==> src/rtl/pmt_pkg.sv <==
package pmt_pkg;
  typedef enum logic [1:0] {
    CPL_NORMAL = 2'd0,
    CPL_MABORT = 2'd1,
    CPL_TABORT = 2'd2
  } cpl_e;

  typedef enum logic [2:0] {
    OC_NONE,
    OC_XFER,
    OC_DISC,
    OC_RETRY,
    OC_TABORT,
    OC_MABORT
  } outcome_e;

  typedef enum logic [2:0] {
    PH_IDLE,
    PH_ADDR,
    PH_DATA,
    PH_TURN,
    PH_BACKOFF
  } phase_e;
endpackage

==> src/rtl/pmt_select_watch.sv <==
module pmt_select_watch #(
  parameter int WIN = 5
) (
  input  logic clk,
  input  logic rst_n,
  input  logic start,
  input  logic in_data,
  input  logic devsel_i,
  output logic seen,
  output logic window_end
);
  localparam int CW = $clog2(WIN + 1);
  logic [CW-1:0] cnt;

  assign window_end = (cnt == CW'(WIN - 1));

  always_ff @(posedge clk or negedge rst_n) begin
    if (!rst_n) begin
      cnt  <= '0;
      seen <= 1'b0;
    end else if (start) begin
      cnt  <= '0;
      seen <= 1'b0;
    end else if (in_data) begin
      if (!window_end) cnt <= cnt + CW'(1);
      if (devsel_i) seen <= 1'b1;
    end
  end
endmodule

==> src/rtl/pmt_lat_timer.sv <==
module pmt_lat_timer #(
  parameter int W = 8,
  parameter int INIT = 16
) (
  input  logic clk,
  input  logic rst_n,
  input  logic start,
  input  logic in_data,
  output logic expired
);
  logic [W-1:0] cnt;

  assign expired = (cnt == '0);

  always_ff @(posedge clk or negedge rst_n) begin
    if (!rst_n) cnt <= '0;
    else if (start) cnt <= W'(INIT);
    else if (in_data && !expired) cnt <= cnt - W'(1);
  end
endmodule

==> src/rtl/pmt_outcome.sv <==
module pmt_outcome
  import pmt_pkg::*;
(
  input  logic     in_data,
  input  logic     devsel_i,
  input  logic     trdy_i,
  input  logic     stop_i,
  input  logic     seen,
  input  logic     window_end,
  output outcome_e outc
);
  always_comb begin
    outc = OC_NONE;
    if (in_data) begin
      if (seen || devsel_i) begin
        if (stop_i && !devsel_i && seen)      outc = OC_TABORT;
        else if (stop_i && devsel_i && trdy_i) outc = OC_DISC;
        else if (stop_i && devsel_i)           outc = OC_RETRY;
        else if (trdy_i && devsel_i)           outc = OC_XFER;
      end else if (window_end) begin
        outc = OC_MABORT;
      end
    end
  end
endmodule

==> src/rtl/pci_mterm_ctrl.sv <==
module pci_mterm_ctrl
  import pmt_pkg::*;
#(
  parameter int AW        = 32,
  parameter int LW        = 8,
  parameter int LAT_W     = 8,
  parameter int LAT_INIT  = 16,
  parameter int DSEL_WIN  = 5,
  parameter int RETRY_GAP = 2
) (
  input  logic          clk,
  input  logic          rst_n,
  input  logic          req_valid,
  output logic          req_ready,
  input  logic [AW-1:0] req_addr,
  input  logic [3:0]    req_cmd,
  input  logic [LW-1:0] req_len,
  input  logic          req_special,
  output logic          bus_frame,
  output logic          bus_irdy,
  output logic [AW-1:0] bus_addr,
  output logic [3:0]    bus_cmd,
  input  logic          tgt_devsel,
  input  logic          tgt_trdy,
  input  logic          tgt_stop,
  input  logic          bus_gnt,
  output logic          word_done,
  output logic          done,
  output logic [1:0]    done_status,
  output logic [LW-1:0] done_count,
  output logic          sts_rx_mabort,
  output logic          sts_rx_tabort
);
  localparam int GW = $clog2(RETRY_GAP + 1);

  function automatic logic [AW-1:0] next_word_addr(input logic [AW-1:0] a);
    return a + AW'(4);
  endfunction

  function automatic logic [LW-1:0] bump(input logic [LW-1:0] c);
    return c + LW'(1);
  endfunction

  phase_e        phase;
  logic [AW-1:0] cur_addr;
  logic [3:0]    cmd_q;
  logic [LW-1:0] rem_q;
  logic [LW-1:0] moved_q;
  logic          special_q;
  logic          last_q;
  logic [GW-1:0] gap_q;

  logic     in_data, start, dsel_seen, win_end, lat_zero, last_phase, final_word;
  outcome_e outc;

  assign in_data    = (phase == PH_DATA);
  assign start      = (phase == PH_ADDR);
  assign last_phase = in_data &&
                      (last_q || special_q || rem_q == LW'(1) || (lat_zero && !bus_gnt));
  assign final_word = special_q || rem_q == LW'(1);

  assign req_ready = (phase == PH_IDLE);
  assign bus_frame = start || (in_data && !last_phase);
  assign bus_irdy  = in_data;
  assign bus_addr  = cur_addr;
  assign bus_cmd   = cmd_q;
  assign word_done = (outc == OC_XFER) || (outc == OC_DISC);

  pmt_select_watch #(.WIN(DSEL_WIN)) u_sel (
    .clk(clk), .rst_n(rst_n), .start(start), .in_data(in_data),
    .devsel_i(tgt_devsel), .seen(dsel_seen), .window_end(win_end)
  );

  pmt_lat_timer #(.W(LAT_W), .INIT(LAT_INIT)) u_lat (
    .clk(clk), .rst_n(rst_n), .start(start), .in_data(in_data), .expired(lat_zero)
  );

  pmt_outcome u_oc (
    .in_data(in_data), .devsel_i(tgt_devsel), .trdy_i(tgt_trdy), .stop_i(tgt_stop),
    .seen(dsel_seen), .window_end(win_end), .outc(outc)
  );

  always_ff @(posedge clk or negedge rst_n) begin
    if (!rst_n) begin
      phase         <= PH_IDLE;
      cur_addr      <= '0;
      cmd_q         <= '0;
      rem_q         <= '0;
      moved_q       <= '0;
      special_q     <= 1'b0;
      last_q        <= 1'b0;
      gap_q         <= '0;
      done          <= 1'b0;
      done_status   <= CPL_NORMAL;
      done_count    <= '0;
      sts_rx_mabort <= 1'b0;
      sts_rx_tabort <= 1'b0;
    end else begin
      done <= 1'b0;
      case (phase)
        PH_IDLE: begin
          if (req_valid) begin
            cur_addr  <= req_addr;
            cmd_q     <= req_cmd;
            rem_q     <= req_len;
            moved_q   <= '0;
            special_q <= req_special;
            phase     <= PH_ADDR;
          end
        end
        PH_ADDR: begin
          last_q <= 1'b0;
          phase  <= PH_DATA;
        end
        PH_DATA: begin
          if (last_phase) last_q <= 1'b1;
          case (outc)
            OC_XFER, OC_DISC: begin
              moved_q  <= bump(moved_q);
              rem_q    <= rem_q - LW'(1);
              cur_addr <= next_word_addr(cur_addr);
              if (final_word) begin
                done        <= 1'b1;
                done_status <= CPL_NORMAL;
                done_count  <= bump(moved_q);
                phase       <= PH_IDLE;
              end else if (outc == OC_DISC || last_phase) begin
                phase <= PH_TURN;
              end
            end
            OC_RETRY: begin
              gap_q <= '0;
              phase <= PH_BACKOFF;
            end
            OC_TABORT: begin
              done          <= 1'b1;
              done_status   <= CPL_TABORT;
              done_count    <= moved_q;
              sts_rx_tabort <= 1'b1;
              phase         <= PH_IDLE;
            end
            OC_MABORT: begin
              done  <= 1'b1;
              phase <= PH_IDLE;
              if (special_q) begin
                done_status <= CPL_NORMAL;
                done_count  <= LW'(1);
              end else begin
                done_status   <= CPL_MABORT;
                done_count    <= moved_q;
                sts_rx_mabort <= 1'b1;
              end
            end
            default: ;
          endcase
        end
        PH_TURN: phase <= PH_ADDR;
        PH_BACKOFF: begin
          if (gap_q == GW'(RETRY_GAP - 1)) phase <= PH_ADDR;
          else gap_q <= gap_q + GW'(1);
        end
        default: phase <= PH_IDLE;
      endcase
    end
  end
endmodule

==> config.mk <==
export PLATFORM = sky130hd
export DESIGN_NAME = pci_mterm_ctrl
export DESIGN_NICKNAME = d
export VERILOG_FILES = /design/src/rtl/pmt_pkg.sv /design/src/rtl/pmt_select_watch.sv /design/src/rtl/pmt_lat_timer.sv /design/src/rtl/pmt_outcome.sv /design/src/rtl/pci_mterm_ctrl.sv
export SDC_FILE = /design/constraint.sdc
export NUM_CORES = 1
export LEC_CHECK = 0
export CAP_MARGIN = 25
export CORE_MARGIN = 4
export CORE_UTILIZATION = 35
export DETAILED_ROUTE_END_ITERATION = 7
export GPL_TIMING_DRIVEN = 0
export HOLD_SLACK_MARGIN = 0.03
export PLACE_DENSITY = 0.7
export REMOVE_ABC_BUFFERS = 1
export SYNTH_ARGS = -nofsm -noshare
export SYNTH_HDL_FRONTEND = slang
export SYNTH_SLANG_ARGS = --single-unit
export TNS_END_PERCENT = 5
==> constraint.sdc <==
create_clock -name clk -period 2.5 [get_ports clk]
set_input_delay 0.625 -clock clk [delete_from_list [all_inputs] [get_ports clk]]
set_output_delay 0.625 -clock clk [all_outputs]
set_load 0.05 [all_outputs]
==> results of run 1 <==
-- power by group --
| group | switching (mW) | internal [mW] |
|---|---|---|
| clock | 0.565 | 0.878 |
| combinational | 3.41 | 1.95 |
| sequential | 0.636 | 1.94 |
| total | 4.61 | 4.77 |
-- final cells by class --
type                            instances  area (um2)
Clock inverter                          6        87.6
Clock buffer                           10         229
Tap cell                              176         220
Fill cell                            1240        6680
Sequential cell                        84        2110
Multi-Input combinational cell        412        2570
Timing Repair inverter                  2        22.5
Timing Repair Buffer                  120        1240
Inverter                               13        88.8
-- cell usage in the layout, fill, tap and decap left out, drive strengths merged, types with 4 or more instances in the layout --
cell and n:
clkdlybuf4s50 98, nand4 12, nor2 47, dfrtp 84, nand2 70, xor2 5
o21ai 35, nor3 17, inv 13, or3b 4, a31oi 10, nand3 26
clkbuf 11, and4 4, nor4 7, a21o 6, o31ai 9, clkinv 6
o22ai 15, and2 4, mux2i 4, ha 9, a2bb2oi 15, and3 10
buf 19, a21oi 56
-- synthesized netlist by cell type, drive strengths merged (9+ instances only) --
cell type / count
o22ai: 15
a31oi: 10
nand2: 69
clkbuf: 11
nand3: 26
a2bb2oi: 15
and3: 10
inv: 10
o31ai: 9
a21oi: 56
ha: 9
nor2: 47
nor3: 17
dfrtp: 84
o21ai: 35
nand4: 12
buf: 16
-- logic make-up (layout without fill, tap and decap cells) --
group	count (synthesis)	after routing	share of synthesized area
buffers and inverters	40	151	0.0407
AOI/OAI and AO/OA	169	169	0.225
and+or+nand+nor	218	220	0.238
DFF	84	84	0.444
xor gates and xnor gates	7	7	0.0130
muxes	7	7	0.0156
adders and majority gates	9	9	0.0238
-- final timing paths --
| path | from | endpoint | slack, ps | cells after the start |
|---|---|---|---|---|
| worst max-delay path | phase[0] | word_done | 50 | 6 |
| worst min-delay path | rst_n | bus_addr[16] | 170 | 1 |
| worst max register to register | bus_addr[16] | bus_addr[25] | 150 | 5 |
| worst min register to register | sts_rx_mabort | sts_rx_mabort | 470 | 1 |
| max in group asynchronous | rst_n | phase[2] | 1690 | 2 |
| min in group clk | sts_rx_mabort | sts_rx_mabort | 470 | 1 |
-- critical path: cells and delay by family, from the launching register on --
family | cells | cell delay, ps
flops | 1 | 400
buf+inv | 4 | 530
simple gates | 2 | 540
-- sequential cells by signal (all words and copies together), names as in the netlist, 2 cells and up --
register and cells:
bus_addr 32, done_count 8, moved_q 8, rem_q 8
u_lat.cnt 8, bus_cmd 4, phase 3, u_sel.cnt 3
done_status 2, gap_q 2
-- layer usage --
| metal | GRT usage | vias to the layer above | share of wire |
|---|---|---|---|
| met3 | 0.0429 | 32 | 0.065 |
| met4 | 0.0645 | 0 | 0.025 |
| met5 | 0 | - | 0 |
| met1 | 0.224 | 2318 | 0.42 |
| met2 | 0.296 | 188 | 0.49 |
| li1 | - | 2203 | - |
-- timing repair --
action,4_1_cts,5_1_grt
pin swaps,5,4
resized for setup,44,6
setup buffers,9,2
setup endpoints to repair,63,5
hold buffers,0,0
gates cloned,1,4
==> flow_metrics.tcl, run 1 <==
set metrics [dict create \
    outcome "finished, final reports clean" \
    worstMarginPinSlew_ps 785 \
    async_reset_ff_frac 1.00 \
    detail_route.wl_per_cell_um 17.9 \
    placedCellCount 791 \
    diodes 0 \
    hold_class "primary input to asynchronous set/reset pin" \
    cts_inserted_buffers 9 \
    port_buffers 104 \
    yosys-top-cells-area "dfrtp_1 44%, a21oi_1 5.9%, nand2_1 5.4%" \
    finalSetupViolCount 0 \
    first_iter_violations 521 \
    die_area_um2 15400 \
    vdd_drop_max_uv 645 \
    cp_slowest_cell "or3b_4" \
    drv_cap 0 \
    postRouteWirelength_um 14700 \
    synth.avg_cell_area_um2 8.86 \
    grt_setup_unrepaired "true" \
    post-place-ws_ps -1400 \
    power_leakage_nw 2.69 \
    ys_warn_count 0 \
    final_hold_viol_count 0 \
    drc 0 \
    gr-usage-all-layers 0.178 \
    grt_overflow_total 0 \
    num_vias 4741 \
    synth_top_area_share 0.444 \
    power_mw 9.38 \
    fin_setup_tns_ps 0 \
    clock_path_buffers 2 \
    path_cells "or3b_4, buf_16, clkinv_16, nand2_8, clkinv_8, buf_8" \
    cts_tree "yes" \
    fin_crit_ps 2450 \
    final.setup_skew_ps 7.49 \
    synth_cell_type_count 67 \
    drive_gt1_frac 0.116 \
    antenna_found_initial 0 \
    fin_util 0.495 \
    worstSkewPairLatency_ps 340 \
    core_um2 13200 \
    stdcell_count 823 \
    synth.ff_latch_count 84 \
    ant_nets 0 \
    cp-start-kind "register" \
    synth_ff_type "dfrtp_1" \
    design_area_um2 6560 \
    crit_fanout 16 \
    gp_congestion 0.862 \
    grt_pass1_vias 4409 \
    rows 42 \
    relSlewSlack 0.472 \
    boundaryPins 105 \
    whs_ps 166 \
    fin_ws_ps 49.8 \
    num-nets-final 703 \
    routed_via_density 5.76 \
    grt_max_degree 67 \
    criticalPathCategory "register to primary output" \
    placed_area_um2 5950 \
    cp.arrival_ps 1830 \
    synth_edf_count 0 \
    area_delta_synth_final_pct 38.6 \
    drv_slew 0 \
    finalCritPeriodShare 0.980 \
    cpPeakStageDelay_ps 430 \
    synthCells 534 \
    clk_pin_slew_ps 60 \
    dr.pass1.iters 5 \
    dieHeight_um 124 \
    yosys.area.top_type "dfrtp_1" \
    clockRootBuffer "clkbuf_16" \
    fmax_mhz 408 \
    start_util 0.357 \
    endpoint_kind "primary output" \
    yosysSeqAreaShare 0.444 \
    htreeDepth 3 \
    power-per-cell-area_nw_per_um2 1430 \
    crit_required_ps 1880 \
    syn-cell-area_um2 4730 \
    place_hpwl_um 9540 \
    die_x_um 124 \
    numClockSinks 84 \
    grt_pass1_wl_um 22700 \
]
Note: power is estimated with default switching activity, not from simulation.
==> inputs of run 2 (changes only) <==
--- a/config.mk
+++ b/config.mk
@@ -12,7 +12,6 @@
 export GPL_TIMING_DRIVEN = 0
 export HOLD_SLACK_MARGIN = 0.03
 export PLACE_DENSITY = 0.7
-export REMOVE_ABC_BUFFERS = 1
 export SYNTH_ARGS = -nofsm -noshare
 export SYNTH_HDL_FRONTEND = slang
 export SYNTH_SLANG_ARGS = --single-unit
==> run 2 against run 1 <==
  * The flow now finishes with violations (setup timing)
  * Hold slack better by 55 ps
  * Register-to-register slack about the same
  * Sequential power about the same
  * Total power down 1.3%
  * Setup slack worse by 80 ps
  * Critical path depth unchanged
  * Sequential share of layout area up 0.24 points
  * Fmax down 3.2%
  * First-iteration DRC count down 8.4%
  * Highest routed layer unchanged
==> flow_metrics.tcl, run 2 (synthesis results as in run 1) <==
set metrics [dict create \
    outcome "finished with violations" \
    violations "setup timing" \
    cp-start-kind "register" \
    power_leakage_nw 2.68 \
    placed_area_um2 6030 \
    first_iter_violations 477 \
    postRouteWirelength_um 14900 \
    fin_crit_ps 2530 \
    htreeDepth 3 \
    r2r_cells 6 \
    worstMarginPinSlew_ps 674 \
    ant_nets 0 \
    cts_tree "yes" \
    synth_nets 595 \
    endpoint_kind "primary output" \
    cp_slowest_cell "dfrtp_1" \
    clk_pin_slew_ps 60 \
    post-place-ws_ps -838 \
    numClockSinks 84 \
    detail_route.wl_per_cell_um 17.8 \
    port_buffers 104 \
    grt_setup_unrepaired "true" \
    cp.arrival_ps 1900 \
    dr.pass1.iters 5 \
    cp_common_cell "buf_6" \
    clock_path_buffers 2 \
    clockRootBuffer "clkbuf_16" \
    hold_class "primary input to asynchronous set/reset pin" \
    criticalPathCategory "register to primary output" \
    drc 0 \
    largest_reg_flops 32 \
    gp_congestion 0.947 \
    grt_pass1_vias 4737 \
    dieHeight_um 124 \
    fin_util 0.490 \
    fmax_mhz 395 \
    worstSkewPairLatency_ps 350 \
    num_vias 4762 \
    area_delta_synth_final_pct 37.3 \
    routed_via_density 5.69 \
    gr-usage-all-layers 0.189 \
    fin_ws_ps -30.0 \
    r2r-end "bus_addr[26]" \
    cts_inserted_buffers 9 \
    final.setup_skew_ps 8.29 \
    finalSetupViolCount 2 \
    drive_gt1_frac 0.110 \
    cpLargestDelayFamily "buffers and inverters" \
    rr_startpoint "bus_addr[2]" \
    diodes 0 \
    grt_overflow_total 0 \
    final_hold_viol_count 0 \
    crit_required_ps 1880 \
    final_common_cell "clkdlybuf4s50_1" \
    start_util 0.357 \
    place_hpwl_um 10700 \
    die_area_um2 15400 \
    drv_cap 0 \
    crit_fanout 9 \
    drv_slew 0 \
    die_x_um 124 \
    crit_buf_inv 4 \
    cpPeakStageDelay_ps 370 \
    grt_pass1_wl_um 24100 \
    grt_max_degree 54 \
    design_area_um2 6490 \
    core_um2 13200 \
    vdd_drop_max_uv 565 \
    relSlewSlack 0.546 \
    num-nets-final 718 \
    placedCellCount 815 \
    power_mw 9.26 \
    reg2reg_slack_ps 160 \
    stdcell_count 837 \
    power-per-cell-area_nw_per_um2 1430 \
    rows 42 \
    path_cells "buf_6, or3b_1, buf_6, clkbuf_16, o31ai_4, buf_6" \
    finalCritPeriodShare 1.01 \
    antenna_found_initial 0 \
    layout_common_cells "98 x clkdlybuf4s50_1, 84 x dfrtp_1, 68 x nand2_1" \
    boundaryPins 105 \
]
==> run 2: through the flow <==
step           setup TNS (ps)  hold slack, ps
5_1_grt                  -305             255
3_5_place_dp           -11540             471
2_1_floorplan               0             329
4_1_cts                 -76.7             237
3_3_place_gp          -208740             452
6_report                -38.1             221
==> run 2: power breakdown <==
| group | switching [mW] | leakage (nW) | internal (mW) | total [mW] |
|---|---|---|---|---|
| sequential | 0.657 | 1.04 | 1.93 | 2.59 |
| clock | 0.557 | 0.144 | 0.790 | 1.35 |
| combinational | 3.37 | 1.49 | 1.95 | 5.32 |
==> run 2: worst max path at each step <==
| stage | start | to | depth (start not counted) |
|---|---|---|---|
| final | phase[0] | bus_frame | 6 |
| after global routing | phase[0] | bus_frame | 6 |
| after CTS | phase[0] | bus_frame | 6 |
| after detailed placement | tgt_devsel | word_done | 5 |
| after global placement | rst_n | bus_addr[6] | 1 |
| after floorplan | phase[0] | bus_frame | 5 |
==> run 2: per-layer routing <==
| layer | vias up | track usage | share of wire |
|---|---|---|---|
| met5 | - | 0 | 0 |
| met4 | 0 | 0.0625 | 0.021 |
| met3 | 34 | 0.0617 | 0.067 |
| met2 | 188 | 0.310 | 0.49 |
| met1 | 2317 | 0.236 | 0.43 |
| li1 | 2223 | - | - |
==> run 2: timing repair <==
action                     CTS  global route
cloned                       0             0
setup buffers                4             3
setup endpoints to repair    5            17
hold buffers                 0             0
gates resized for setup     43             8
pin swaps                    3             1
==> run 2: worst register-to-register path, stage by stage, from the launching register on <==
cell and delay, ps:
dfrtp_1 480, ha_1 300, nand4_1 270, nor4_4 440, nand2_1 190, or4_1 510
nand3_1 90
==> run 2: area by class of cell <==
type | instances | area, um2
fillers | 1264 | 6750
multi-input cells | 410 | 2510
flip-flops and latches | 84 | 2100
repair buffers | 112 | 1130
clock buffers | 10 | 239
well taps | 176 | 220
plain buffers | 27 | 188
inverters | 13 | 60.1
clock inverters | 5 | 52.6
